[src/rtl/rssi_evt_pkg.sv]
package rssi_evt_pkg;
   typedef enum logic [0:0] {
      SQ_HOLD = 1'b0,
      SQ_ZERO = 1'b1
   } sq_mode_e;

   localparam int unsigned RSSI_W_MIN = 2;
   localparam int unsigned RSSI_W_MAX = 16;
endpackage

[src/rtl/rssi_evt_cmp.sv]
module rssi_evt_cmp #(
   parameter int unsigned RSSI_W = 8
) (
   input  logic              clk,
   input  logic              rst_n,
   input  logic              rx_on,
   input  logic [RSSI_W-1:0] thresh,
   input  logic [RSSI_W-1:0] cur_rssi,
   input  logic              cur_stb,
   output logic              above_q,
   output logic              new_above
);
   logic above_now;

   assign above_now = cur_rssi > thresh;
   assign new_above = rx_on & cur_stb & above_now;

   always_ff @(posedge clk or negedge rst_n) begin
      if (!rst_n)       above_q <= 1'b0;
      else if (!rx_on)  above_q <= 1'b0;
      else if (cur_stb) above_q <= above_now;
   end

   p_cca_track_r1: assert property (@(posedge clk) disable iff (!rst_n)
      (rx_on && cur_stb) |=> (above_q == ($past(cur_rssi) > $past(thresh))));
   p_cca_hold_r2: assert property (@(posedge clk) disable iff (!rst_n)
      (rx_on && !cur_stb) |=> $stable(above_q));
endmodule

[src/rtl/rssi_evt_flags.sv]
module rssi_evt_flags (
   input  logic clk,
   input  logic rst_n,
   input  logic rx_on,
   input  logic new_above,
   input  logic irq_clr,
   input  logic sync_det,
   input  logic rx_restart,
   output logic irq_q,
   output logic ccal_q
);
   always_ff @(posedge clk or negedge rst_n) begin
      if (!rst_n)                     irq_q <= 1'b0;
      else if (!rx_on)                irq_q <= 1'b0;
      else if (new_above)             irq_q <= 1'b1;
      else if (irq_clr || rx_restart) irq_q <= 1'b0;
   end

   always_ff @(posedge clk or negedge rst_n) begin
      if (!rst_n)                       ccal_q <= 1'b0;
      else if (!rx_on)                  ccal_q <= 1'b0;
      else if (sync_det || rx_restart)  ccal_q <= 1'b0;
      else if (new_above)               ccal_q <= 1'b1;
   end

   p_irq_set_r3: assert property (@(posedge clk) disable iff (!rst_n)
      new_above |=> irq_q);
   p_irq_sticky_r4: assert property (@(posedge clk) disable iff (!rst_n)
      (irq_q && rx_on && !irq_clr && !rx_restart) |=> irq_q);
   p_ccal_clear_r5: assert property (@(posedge clk) disable iff (!rst_n)
      (sync_det || rx_restart) |=> !ccal_q);
   p_ccal_keep_r5: assert property (@(posedge clk) disable iff (!rst_n)
      (ccal_q && rx_on && !sync_det && !rx_restart) |=> ccal_q);
   p_off_r8: assert property (@(posedge clk) disable iff (!rst_n)
      !rx_on |=> (!irq_q && !ccal_q));
endmodule

[src/rtl/rssi_evt_latchk.sv]
module rssi_evt_latchk #(
   parameter int unsigned RSSI_W = 8
) (
   input  logic              clk,
   input  logic              rst_n,
   input  logic              rx_on,
   input  logic              chk_en,
   input  logic [RSSI_W-1:0] thresh,
   input  logic [RSSI_W-1:0] lat_rssi,
   input  logic              lat_stb,
   output logic              weak_q
);
   logic weak_now;

   assign weak_now = rx_on & chk_en & lat_stb & (lat_rssi < thresh);

   always_ff @(posedge clk or negedge rst_n) begin
      if (!rst_n) weak_q <= 1'b0;
      else        weak_q <= weak_now;
   end

   p_no_spurious_r6: assert property (@(posedge clk) disable iff (!rst_n)
      !(rx_on && chk_en && lat_stb && (lat_rssi < thresh)) |=> !weak_q);
   p_pulse_r6: assert property (@(posedge clk) disable iff (!rst_n)
      (rx_on && chk_en && lat_stb && (lat_rssi < thresh)) |=> weak_q);
endmodule

[src/rtl/rssi_evt_squelch.sv]
module rssi_evt_squelch
   import rssi_evt_pkg::*;
#(
   parameter int unsigned DATA_W  = 1,
   parameter sq_mode_e    SQ_MODE = SQ_HOLD
) (
   input  logic              clk,
   input  logic              rst_n,
   input  logic              squelch_en,
   input  logic              open_q,
   input  logic [DATA_W-1:0] din,
   output logic [DATA_W-1:0] dout
);
   logic gate;

   assign gate = squelch_en & ~open_q;

   generate
      if (SQ_MODE == SQ_HOLD) begin : g_hold
         always_ff @(posedge clk or negedge rst_n) begin
            if (!rst_n)     dout <= '0;
            else if (!gate) dout <= din;
         end
         p_hold_r7: assert property (@(posedge clk) disable iff (!rst_n)
            gate |=> $stable(dout));
      end else begin : g_zero
         always_ff @(posedge clk or negedge rst_n) begin
            if (!rst_n)    dout <= '0;
            else if (gate) dout <= '0;
            else           dout <= din;
         end
         p_zero_r7: assert property (@(posedge clk) disable iff (!rst_n)
            gate |=> (dout == '0));
      end
   endgenerate

   p_pass_r7: assert property (@(posedge clk) disable iff (!rst_n)
      !gate |=> (dout == $past(din)));
endmodule

[src/rtl/rssi_event_gen.sv]
module rssi_event_gen
   import rssi_evt_pkg::*;
#(
   parameter int unsigned RSSI_W  = 8,
   parameter int unsigned DATA_W  = 1,
   parameter sq_mode_e    SQ_MODE = SQ_HOLD
) (
   input  logic              clk,
   input  logic              rst_n,
   input  logic              rx_on,
   input  logic [RSSI_W-1:0] thresh,
   input  logic [RSSI_W-1:0] cur_rssi,
   input  logic              cur_stb,
   input  logic [RSSI_W-1:0] lat_rssi,
   input  logic              lat_stb,
   input  logic              sync_det,
   input  logic              rx_restart,
   input  logic              irq_clr,
   input  logic              chk_at_latch_en,
   input  logic              squelch_en,
   input  logic [DATA_W-1:0] rx_data_raw,
   output logic              irq_flag,
   output logic              cca,
   output logic              cca_latched,
   output logic              inv_preamble,
   output logic [DATA_W-1:0] rx_data_out
);
   generate
      if (RSSI_W < RSSI_W_MIN || RSSI_W > RSSI_W_MAX) begin : g_bad_rssi_w
         $error("rssi_event_gen: RSSI_W out of range");
      end
      if (DATA_W < 1) begin : g_bad_data_w
         $error("rssi_event_gen: DATA_W must be at least 1");
      end
   endgenerate

   logic above_q;
   logic new_above;

   rssi_evt_cmp #(.RSSI_W(RSSI_W)) u_cmp (
      .clk       (clk),
      .rst_n     (rst_n),
      .rx_on     (rx_on),
      .thresh    (thresh),
      .cur_rssi  (cur_rssi),
      .cur_stb   (cur_stb),
      .above_q   (above_q),
      .new_above (new_above)
   );

   rssi_evt_flags u_flags (
      .clk        (clk),
      .rst_n      (rst_n),
      .rx_on      (rx_on),
      .new_above  (new_above),
      .irq_clr    (irq_clr),
      .sync_det   (sync_det),
      .rx_restart (rx_restart),
      .irq_q      (irq_flag),
      .ccal_q     (cca_latched)
   );

   rssi_evt_latchk #(.RSSI_W(RSSI_W)) u_latchk (
      .clk      (clk),
      .rst_n    (rst_n),
      .rx_on    (rx_on),
      .chk_en   (chk_at_latch_en),
      .thresh   (thresh),
      .lat_rssi (lat_rssi),
      .lat_stb  (lat_stb),
      .weak_q   (inv_preamble)
   );

   rssi_evt_squelch #(.DATA_W(DATA_W), .SQ_MODE(SQ_MODE)) u_sq (
      .clk        (clk),
      .rst_n      (rst_n),
      .squelch_en (squelch_en),
      .open_q     (above_q),
      .din        (rx_data_raw),
      .dout       (rx_data_out)
   );

   assign cca = above_q;

   p_cca_off_r8: assert property (@(posedge clk) disable iff (!rst_n)
      !rx_on |=> (!cca && !cca_latched && !irq_flag && !inv_preamble));
   p_ccal_follows_r5: assert property (@(posedge clk) disable iff (!rst_n)
      ($rose(cca) && !$past(sync_det) && !$past(rx_restart)) |-> cca_latched);
endmodule

[config.mk]
export PLATFORM = sky130hd
export DESIGN_NAME = rssi_event_gen
export DESIGN_NICKNAME = d
export VERILOG_FILES = /design/src/rtl/rssi_evt_pkg.sv /design/src/rtl/rssi_evt_cmp.sv /design/src/rtl/rssi_evt_flags.sv /design/src/rtl/rssi_evt_latchk.sv /design/src/rtl/rssi_evt_squelch.sv /design/src/rtl/rssi_event_gen.sv
export SDC_FILE = /design/constraint.sdc
export NUM_CORES = 1
export LEC_CHECK = 0
export BUFFER_PORTS_ARGS = -buffer_cell sky130_fd_sc_hd__buf_2
export CORE_MARGIN = 2
export CORE_UTILIZATION = 27
export DETAILED_ROUTE_END_ITERATION = 8
export HOLD_SLACK_MARGIN = 0.02
export SKIP_CTS_REPAIR_TIMING = 1
export SYNTH_ARGS = -nofsm -noshare
export SYNTH_HDL_FRONTEND = slang
export SYNTH_HIERARCHICAL = 1
export SYNTH_SLANG_ARGS = --single-unit
[constraint.sdc]
create_clock -name clk -period 2.69 [get_ports clk]
set_input_delay 0.6725 -clock clk [delete_from_list [all_inputs] [get_ports clk]]
set_output_delay 0.6725 -clock clk [all_outputs]
set_load 0.1 [all_outputs]
* Yosys cells after proc, flatten, opt, wreduce, memory -nomap -nowiden
Index checks and enable logic that the tools add are counted.
** Operators by class
- Reductions and logical operators :: 2
- $lt $le $gt $ge :: 2
- Eq/ne operators :: 3
- Divide/modulo/power cells :: 0
- Shift operators :: 0
- $add $sub $neg :: 0
- Bitwise logic cells :: 7
- Muxes and demuxes :: 8
- $mul :: 0
** Operators by type and width (number)
- $gt A8 B8 Y1 :: 1
- $lt A8 B8 Y1 :: 1
- $mux W1 :: 8
- $and A1 B1 Y1 :: 6
- $ne A3 B1 Y1 const B :: 2
- $logic_or A1 B1 Y1 :: 2
- $ne A2 B1 Y1 const B :: 1
- $not A1 Y1 :: 1
** Word-level totals
- Output and inout port bits :: 5
- Register bits :: 5
- RAM bits :: 0
- Bits in latches :: 0
- Memories :: 0
- Bits in read-only memories :: 0
- Word-level logic and storage cells :: 27

* Longest topological paths before layout
Gate-level depths: netlist (run 1).
- Depth after elaboration :: 5
- Mapped depth :: 7
- Depth with buffers taken out :: 7

* Cells and area by module
The synthesis (run 1) kept the hierarchy.
** Modules (own cells, without submodules)
- rssi_evt_cmp :: sequential area each 25.0 um^2, instances 1, cells each 33, area each 246.5 um^2
- rssi_evt_latchk :: sequential area each 25.0 um^2, instances 1, cells each 27, area each 217.7 um^2
- rssi_evt_flags :: sequential area each 50.0 um^2, instances 1, cells each 6, area each 88.8 um^2
- rssi_evt_squelch :: sequential area each 25.0 um^2, instances 1, cells each 3, area each 53.8 um^2

* Least setup slack after synthesis (run 1)
No wires, ideal clock.
- Path kind :: input to register
- From :: input port thresh[5]
- To :: register u_flags.ccal_q
- Data required time :: 2.565 ns
- Data arrival time :: 1.838 ns
- Setup time :: 0.125 ns
- Slack :: 0.728 ns
- Stages on the path :: 7
- Cells stage by stage :: inv_1 -> ha_1 -> a21oi_1 -> o21ai_1 -> o41a_2 -> nor2_1 -> nor4b_2
** Between the ends
- Cells in the longest elaborated chain, start to end :: 3
** Ends and longest elaborated chain
- start: declaration :: line rssi_event_gen.sv:11 : input logic [RSSI_W-1:0] thresh,
- $gt A8 B8 Y1 :: line rssi_evt_cmp.sv:15 : assign above_now = cur_rssi > thresh;
- $and A1 B1 Y1 :: line rssi_evt_cmp.sv:16 : assign new_above = rx_on & cur_stb & above_now;
- net new_above :: line rssi_event_gen.sv:38 : logic new_above;
- $ne A3 B1 Y1 (no source line)
- end signal: assignment :: line rssi_evt_flags.sv:20 : if (!rst_n) ccal_q <= 1'b0;
- end signal: assignment :: line rssi_evt_flags.sv:21 : else if (!rx_on) ccal_q <= 1'b0;
- end signal: assignment :: line rssi_evt_flags.sv:22 : else if (sync_det || rx_restart) ccal_q <= 1'b0;
- end: declaration :: line rssi_evt_flags.sv:10 : output logic ccal_q
The timed path passes the listed nets, and every way through them passes these cells.
A chain may end at the register's enable or synchronous reset.

* Final worst setup path (run 1)
Same ends and word-level chain as after synthesis.

==> flow_metrics.env, run 1 <==
export IMPL_setup_violations=0
export IMPL_synth_edff_count=0
export IMPL_design_portCount=40
export IMPL_fp_dieH_um=51.4
export IMPL_synth_distinct_cells=22
export IMPL_cts_sinks=5
export IMPL_peakVddDrop_mv=0.192
export IMPL_coreArea_um2=2170
export IMPL_dpl_cell_area_um2=837
export IMPL_synth_common_cells="inv_1 (16), ha_1 (15), nand2_1 (6), dfrtp_1 (5), nor2_1 (4)"
export IMPL_r2r_cells=2
export IMPL_async_flop_share_pct=100
export IMPL_p_leak_nw=0.520
export IMPL_io_buffers=39
export IMPL_syn_inst=69
export IMPL_post_route_period_util_pct=71.3
export IMPL_vias=623
export IMPL_critPathCaptureType="flop"
export IMPL_ys_flop_type="dfrtp_1"
export IMPL_ys_seq_elements=5
export IMPL_finalMaxSlewViolations=0
export IMPL_worstSetupPathType="in -> reg"
export IMPL_gp_congestion=0.664
export IMPL_synth_area_leader_cell="ha_1"
export IMPL_power_density_nw_per_um2=337
export IMPL_synth_most_common_cell="inv_1"
export IMPL_hold_violations=0
export IMPL_status="finished clean"
export IMPL_synth_nets=119
export IMPL_fin_setup_tns_ps=0
export IMPL_cts_htree_levels=1
export IMPL_crit_arrival_ps=2040
export IMPL_synth_top_area_share_pct=30.9
export IMPL_yosysWarningCount=6
export IMPL_maxCapViolCount=0
export IMPL_syn_area_um2=607
export IMPL_slew_headroom_pct=67.9
export IMPL_die_w_um=51.4
export IMPL_grt_usage_pct=12.4
export IMPL_fmax_mhz=522
export IMPL_layout_nets=163
export IMPL_wl_per_cell_um=9.96
export IMPL_gr_total_overflow=0
export IMPL_synthToLayoutAreaGrowth_pct=42.3
export IMPL_antennaDiodeCount=0
export IMPL_fin_crit_ps=1920
export IMPL_drt_pass1_iterations=2
export IMPL_via_per_inst=4.45
export IMPL_root_buffer="clkbuf_4"
export IMPL_hp_class="in -> async"
export IMPL_skew_ps=0.0374
export IMPL_ys_seq_area_share_pct=20.6
export IMPL_start_util_pct=28.0
export IMPL_grt_pass1_vias=648
export IMPL_antenna_found_initial=0
export IMPL_worst_ep_required_time_ps=2810
export IMPL_critPathLaunchType="primary input"
export IMPL_place_detailed_hpwl_mm=1.31
export IMPL_cts_buffer_depth=2
export IMPL_cts_tree="done"
export IMPL_fin_hold_ws_ps=239
export IMPL_ant_nets=0
export IMPL_wirelength_mm=1.40
export IMPL_tightest_slew_ps=485
export IMPL_clkTransAtPathRegs_ps=40
export IMPL_rows=17
export IMPL_crit_fanout=3
export IMPL_grt_pass1_wl_mm=2.48
export IMPL_post_route_cell_area_um2=863
export IMPL_rsz0062_at_grt="false"
export IMPL_cts_buffers=3
export IMPL_drc_errors=0
export IMPL_drtIter0Drc=2
export IMPL_die_area_um2=2640
export IMPL_grt_max_degree=6
export IMPL_worstSkewPairLatency_ps=240
export IMPL_drive_above_1_share_pct=43.8
export IMPL_syn_avg_cell_area_um2=8.79
export IMPL_synth_area_top_cells="ha_1 (31%), dfrtp_1 (21%), inv_1 (9.9%), a211oi_2 (4.1%), nand2_1 (3.7%)"
## critical path, cell delays in order
cell and delay [ps]:
buf_2 90, inv_1 40, ha_1 300, a21oi_1 150, o21ai_1 90, o41a_2 500
nor2_1 140, nor4b_2 60
## metal layers
metal	up-vias	track usage, %	wire (um)
li1	324	-	-
met1	276	13.9	601
met2	23	22.4	680
met3	0	2.34	114
met4	0	5.26	0
met5	-	0	0
## final cells by class
type                    count  area (um^2)
fillers                   243         1310
multi-input cells          48          422
repair buffers             39          195
flip-flops and latches      5          125
inverters                  16         60.1
well taps                  28         35.0
clock buffers               4         26.3
## worst paths after layout
kind | to | slack (ps) | from
setup / recovery | u_flags/ccal_q | 770 | thresh[5]
min in group clk | u_sq/dout | 510 | u_sq/dout
max in group asynchronous | u_latchk/weak_q | 2330 | rst_n
setup reg to reg | u_sq/dout | 1740 | u_cmp/above_q
hold / removal | u_cmp/above_q | 240 | rst_n
hold reg to reg | u_sq/dout | 510 | u_sq/dout
## cells by family (layout without fill, tap and decap cells)
group           Yosys count  count (layout)  synth area share [%]
fa+ha+maj                15              15                  30.9
flops                     5               5                  20.6
compound gates           14              14                  17.3
buf+inv                  16              59                  9.90
simple gates             18              18                  18.8
mux                       1               1                  2.47
## metrics by stage
step                std cells  utilization, %  setup slack, ps  power [mW]
global route              140            39.8              717       0.315
global placement          136            38.6              564       0.208
floorplan                  69               -              728       0.165
CTS                       140            39.8              781       0.297
detailed placement        136            38.6              536       0.210
finish                    140            39.8              773       0.291
## state kept, by name, indices dropped and copies added, names as in the netlist
signal / cells
u_cmp/above_q: 1
u_flags/ccal_q: 1
u_flags/irq_q: 1
u_latchk/weak_q: 1
u_sq/dout: 1
## where the power goes
part / internal, mW / switching, mW / leakage, nW
clock network: 0.0559 / 0.0279 / 0.0150
logic: 0.0504 / 0.0743 / 0.438
registers: 0.0798 / 0.00286 / 0.0664
total: 0.186 / 0.105 / 0.520
## cell usage in the layout, fill, tap and decap left out, types with 2 or more instances in the layout
cell / netlist / final
clkbuf_4: 0 / 3
a211oi_2: 2 / 2
ha_1: 15 / 15
nor2_1: 4 / 4
inv_1: 16 / 16
dfrtp_1: 5 / 5
o21ai_1: 2 / 2
buf_2: 0 / 39
nand4_1: 2 / 2
o21ai_0: 2 / 2
nand2_1: 6 / 6
a21oi_1: 3 / 3
Power figures use the tool's default switching activity.
==> run 2: changes to the inputs <==
- clock period: 2.69 -> 1.7 ns (I/O delays scaled with it)
==> run 2 against run 1 <==
Net effect:
- total power rose by 64%
- cell area grew 7.1%
- die area unchanged
- sequential share of layout area decreased by 0.96 points
- combinational power increased by 70%
==> flow_metrics.env, run 2 (synthesis gave the netlist of run 1 again) <==
export IMPL_peakVddDrop_mv=0.286
export IMPL_finalMaxSlewViolations=0
export IMPL_hold_depth=2
export IMPL_final_util_pct=42.6
export IMPL_dp_slack_ps=-180
export IMPL_worstSkewPairLatency_ps=240
export IMPL_critPathCaptureType="flop"
export IMPL_clkTransAtPathRegs_ps=40
export IMPL_final_common_cell="buf_2"
export IMPL_cts_sinks=5
export IMPL_gr_total_overflow=0
export IMPL_path_cells="buf_2 > inv_1 > ha_1 > nand4_1 > nor2_1 > o41a_2 > o21a_1"
export IMPL_design_portCount=40
export IMPL_post_route_cell_area_um2=925
export IMPL_fin_hold_ws_ps=359
export IMPL_tightest_slew_ps=485
export IMPL_cts_buffers=3
export IMPL_rows=17
export IMPL_grt_pass1_wl_mm=2.31
export IMPL_path_buf_inv=2
export IMPL_antennaDiodeCount=0
export IMPL_post_route_period_util_pct=96.9
export IMPL_status="finished clean"
export IMPL_grt_max_degree=6
export IMPL_antenna_found_initial=0
export IMPL_maxCapViolCount=0
export IMPL_place_detailed_hpwl_mm=1.27
export IMPL_cp_slowest_stage_delay_ps=510
export IMPL_die_w_um=51.4
export IMPL_vias=649
export IMPL_fin_setup_tns_ps=0
export IMPL_layout_nets=170
export IMPL_power_density_nw_per_um2=516
export IMPL_drt_pass1_iterations=4
export IMPL_hp_class="in -> reg"
export IMPL_root_buffer="clkbuf_4"
export IMPL_layout_common_cells="buf_2 (39), inv_1 (16), ha_1 (15), nand2_1 (6), buf_4 (6)"
export IMPL_crit_family="compound AO/OA/AOI/OAI gates"
export IMPL_drive_above_1_share_pct=47.9
export IMPL_wirelength_mm=1.40
export IMPL_dpl_cell_area_um2=885
export IMPL_synthToLayoutAreaGrowth_pct=52.4
export IMPL_start_util_pct=28.0
export IMPL_die_area_um2=2640
export IMPL_io_buffers=39
export IMPL_cts_tree="done"
export IMPL_cp_depth=7
export IMPL_critPathLaunchType="primary input"
export IMPL_drc_errors=0
export IMPL_grt_pass1_vias=635
export IMPL_ant_nets=0
export IMPL_slew_headroom_pct=67.9
export IMPL_fmax_mhz=607
export IMPL_rsz0062_at_grt="false"
export IMPL_skew_ps=0.00427
export IMPL_r2r_cells=2
export IMPL_drtIter0Drc=7
export IMPL_crit_fanout=3
export IMPL_setup_violations=0
export IMPL_cts_buffer_depth=2
export IMPL_crit_arrival_ps=1770
export IMPL_p_leak_nw=0.554
export IMPL_cpMaxStageDelayCell="o41a_2"
export IMPL_hold_violations=0
export IMPL_gp_congestion=0.717
export IMPL_layout_setup_ws_ps=52.7
export IMPL_regToRegSetupSlack_ps=760
export IMPL_fp_dieH_um=51.4
export IMPL_grt_usage_pct=11.6
export IMPL_fin_crit_ps=1650
export IMPL_coreArea_um2=2170
export IMPL_cts_htree_levels=1
export IMPL_wl_per_cell_um=9.53
export IMPL_via_per_inst=4.41
export IMPL_worstSetupPathType="in -> reg"
export IMPL_worst_ep_required_time_ps=1820
-- run 2: cell count changes in the layout (fill, tap and decap cells not counted) --
cell	before	now
a21oi_1	3	2
a21oi_2	0	1
buf_4	0	6
dlygate4sd3_1	0	1
nor2_1	4	3
nor2_2	0	1
-- run 2: through the flow --
stage,cells,total power [mW]
global route,147,0.518
detailed placement,142,0.343
finish,147,0.477
floorplan,69,0.262
CTS,146,0.485
global placement,142,0.340
-- run 2: worst paths after layout --
path                                        to     startpoint
worst max-delay path             u_flags/irq_q      thresh[6]
worst min-delay path            u_flags/ccal_q       sync_det
worst max register to register       u_sq/dout  u_cmp/above_q
worst min register to register       u_sq/dout      u_sq/dout
max in group asynchronous       u_flags/ccal_q          rst_n
min in group asynchronous        u_cmp/above_q          rst_n
-- run 2: routing by layer --
metal / wire length [um] / track usage (%) / vias up
li1: - / - / 340
met1: 584 / 13.1 / 287
met2: 723 / 20.3 / 22
met3: 94 / 2.05 / 0
met4: 0 / 6.58 / 0
met5: 0 / 0 / -
-- run 2: layout make-up --
cell class                      count  area [um^2]
Inverter                           16         60.1
Clock buffer                        4         26.3
Timing Repair Buffer               46          250
Sequential cell                     5          125
Tap cell                           28         35.0
Multi-Input combinational cell     48          428
Fill cell                         235         1240
-- run 2: power breakdown --
part	switching, mW	internal, mW
clock	0.0444	0.0885
combinational	0.121	0.0921
sequential	0.00413	0.126
-- run 2: worst reg2reg max path, cell delays in order (launching register included) --
cell     delay [ps]
dfrtp_1         410
nor2b_4         130
mux2_4          300
==> run 3: changes to the inputs <==
- MAX_ROUTING_LAYER: not set -> met4
==> run 3 against run 2 <==
Net effect:
- via count fell by 0.15%
- fmax fell by 0.27%
- sequential power hardly changed
- sequential share of layout area unchanged
==> flow_metrics.env, run 3 (synthesis gave the netlist of run 1 again) <==
export IMPL_cts_buffer_depth=2
export IMPL_io_buffers=39
export IMPL_pwr_share_clk_pct=27.9
export IMPL_power_frac_comb_pct=44.7
export IMPL_slew_headroom_pct=67.9
export IMPL_finalMaxSlewViolations=0
export IMPL_grt_usage_pct=11.9
export IMPL_rsz0062_at_grt="false"
export IMPL_worstSetupPathType="in -> reg"
export IMPL_cts_sinks=5
export IMPL_ant_nets=0
export IMPL_critPathLaunchType="primary input"
export IMPL_layout_common_cells="buf_2 (39), inv_1 (16), ha_1 (15), nand2_1 (6), buf_4 (6)"
export IMPL_tightest_slew_ps=485
export IMPL_cell_internal_pwr_mw=0.307
export IMPL_design_portCount=40
export IMPL_hold_violations=0
export IMPL_dp_slack_ps=-180
export IMPL_drt_pass1_iterations=4
export IMPL_maxCapViolCount=0
export IMPL_fmax_mhz=605
export IMPL_gp_congestion=0.726
export IMPL_place_detailed_hpwl_mm=1.27
export IMPL_final_util_pct=42.6
export IMPL_crit_fanout=3
export IMPL_drc_errors=0
export IMPL_peakVddDrop_mv=0.286
export IMPL_wirelength_mm=1.41
export IMPL_vias=648
export IMPL_skew_ps=0.00427
export IMPL_antennaDiodeCount=0
export IMPL_grt_max_degree=6
export IMPL_setup_violations=0
export IMPL_cts_tree="done"
export IMPL_critPathCaptureType="flop"
export IMPL_rows=17
export IMPL_netSwitchingFraction_pct=35.7
export IMPL_power_density_nw_per_um2=516
export IMPL_status="finished clean"
export IMPL_power_switching_mw=0.170
export IMPL_grt_pass1_vias=636
export IMPL_drive_above_1_share_pct=47.9
export IMPL_grt_pass1_wl_mm=2.31
export IMPL_drtIter0Drc=7
export IMPL_crit_arrival_ps=1780
export IMPL_via_per_inst=4.41
export IMPL_cp_slowest_stage_delay_ps=510
export IMPL_root_buffer="clkbuf_4"
export IMPL_coreArea_um2=2170
export IMPL_cts_htree_levels=1
export IMPL_fin_crit_ps=1650
export IMPL_antenna_found_initial=0
export IMPL_path_buf_inv=2
export IMPL_die_area_um2=2640
export IMPL_hp_class="in -> reg"
export IMPL_path_cells="buf_2 > inv_1 > ha_1 > nand4_1 > nor2_1 > o41a_2 > o21a_1"
export IMPL_synthToLayoutAreaGrowth_pct=52.4
export IMPL_fin_hold_ws_ps=359
export IMPL_cts_buffers=3
export IMPL_crit_family="compound AO/OA/AOI/OAI gates"
export IMPL_layout_nets=170
export IMPL_layout_setup_ws_ps=48.2
export IMPL_worstSkewPairLatency_ps=240
export IMPL_wl_per_cell_um=9.58
export IMPL_gr_total_overflow=0
export IMPL_start_util_pct=28.0
export IMPL_p_leak_nw=0.554
export IMPL_die_w_um=51.4
export IMPL_worst_ep_required_time_ps=1820
export IMPL_fp_dieH_um=51.4
export IMPL_final_common_cell="buf_2"
export IMPL_cpMaxStageDelayCell="o41a_2"
export IMPL_post_route_period_util_pct=97.2
export IMPL_fin_setup_tns_ps=0
export IMPL_clkTransAtPathRegs_ps=40
export IMPL_pwr_share_seq_pct=27.3
## run 3: cell counts in the layout (fill, tap and decap cells not counted)
No cell type changed its count.
## run 3: path summary, 6_finish.rpt
path	depth (start not counted)	from	slack, ps	to
max	7	thresh[6]	50	u_flags/irq_q
min	2	sync_det	360	u_flags/ccal_q
max reg2reg	2	u_cmp/above_q	760	u_sq/dout
min reg2reg	1	u_sq/dout	510	u_sq/dout
max in group asynchronous	2	rst_n	1030	u_flags/ccal_q
min in group asynchronous	2	rst_n	540	u_cmp/above_q
## run 3: metrics by stage
step	total power, mW	cell area [um^2]	instances
floorplan	0.262	609	69
global placement	0.340	885	142
detailed placement	0.343	885	142
CTS	0.485	911	146
global route	0.518	925	147
finish	0.477	925	147
## run 3: routing by layer
layer,global-route usage (%),up-vias,wire length [um]
met4,6.58,0,0
met2,20.3,22,725
met5,-,-,0
met1,13.1,287,600
li1,-,339,-
met3,2.05,0,82
## run 3: power groups by stage
stage	Sequential, mW	Combinational, mW	Clock, mW
detailed placement	0.132	0.211	0
CTS	0.131	0.212	0.142
global route	0.131	0.236	0.151
global placement	0.132	0.208	0
floorplan	0.183	0.0789	0
finish	0.130	0.213	0.133
## run 3: worst reg2reg max path, stage by stage, from the launching register on
cell and delay, ps:
dfrtp_1 410, nor2b_4 130, mux2_4 300
## run 3: layout make-up
| class | count | area (um^2) |
|---|---|---|
| fillers | 235 | 1240 |
| multi-input cells | 48 | 428 |
| repair buffers | 46 | 250 |
| flip-flops and latches | 5 | 125 |
| inverters | 16 | 60.1 |
| well taps | 28 | 35.0 |
| clock buffers | 4 | 26.3 |
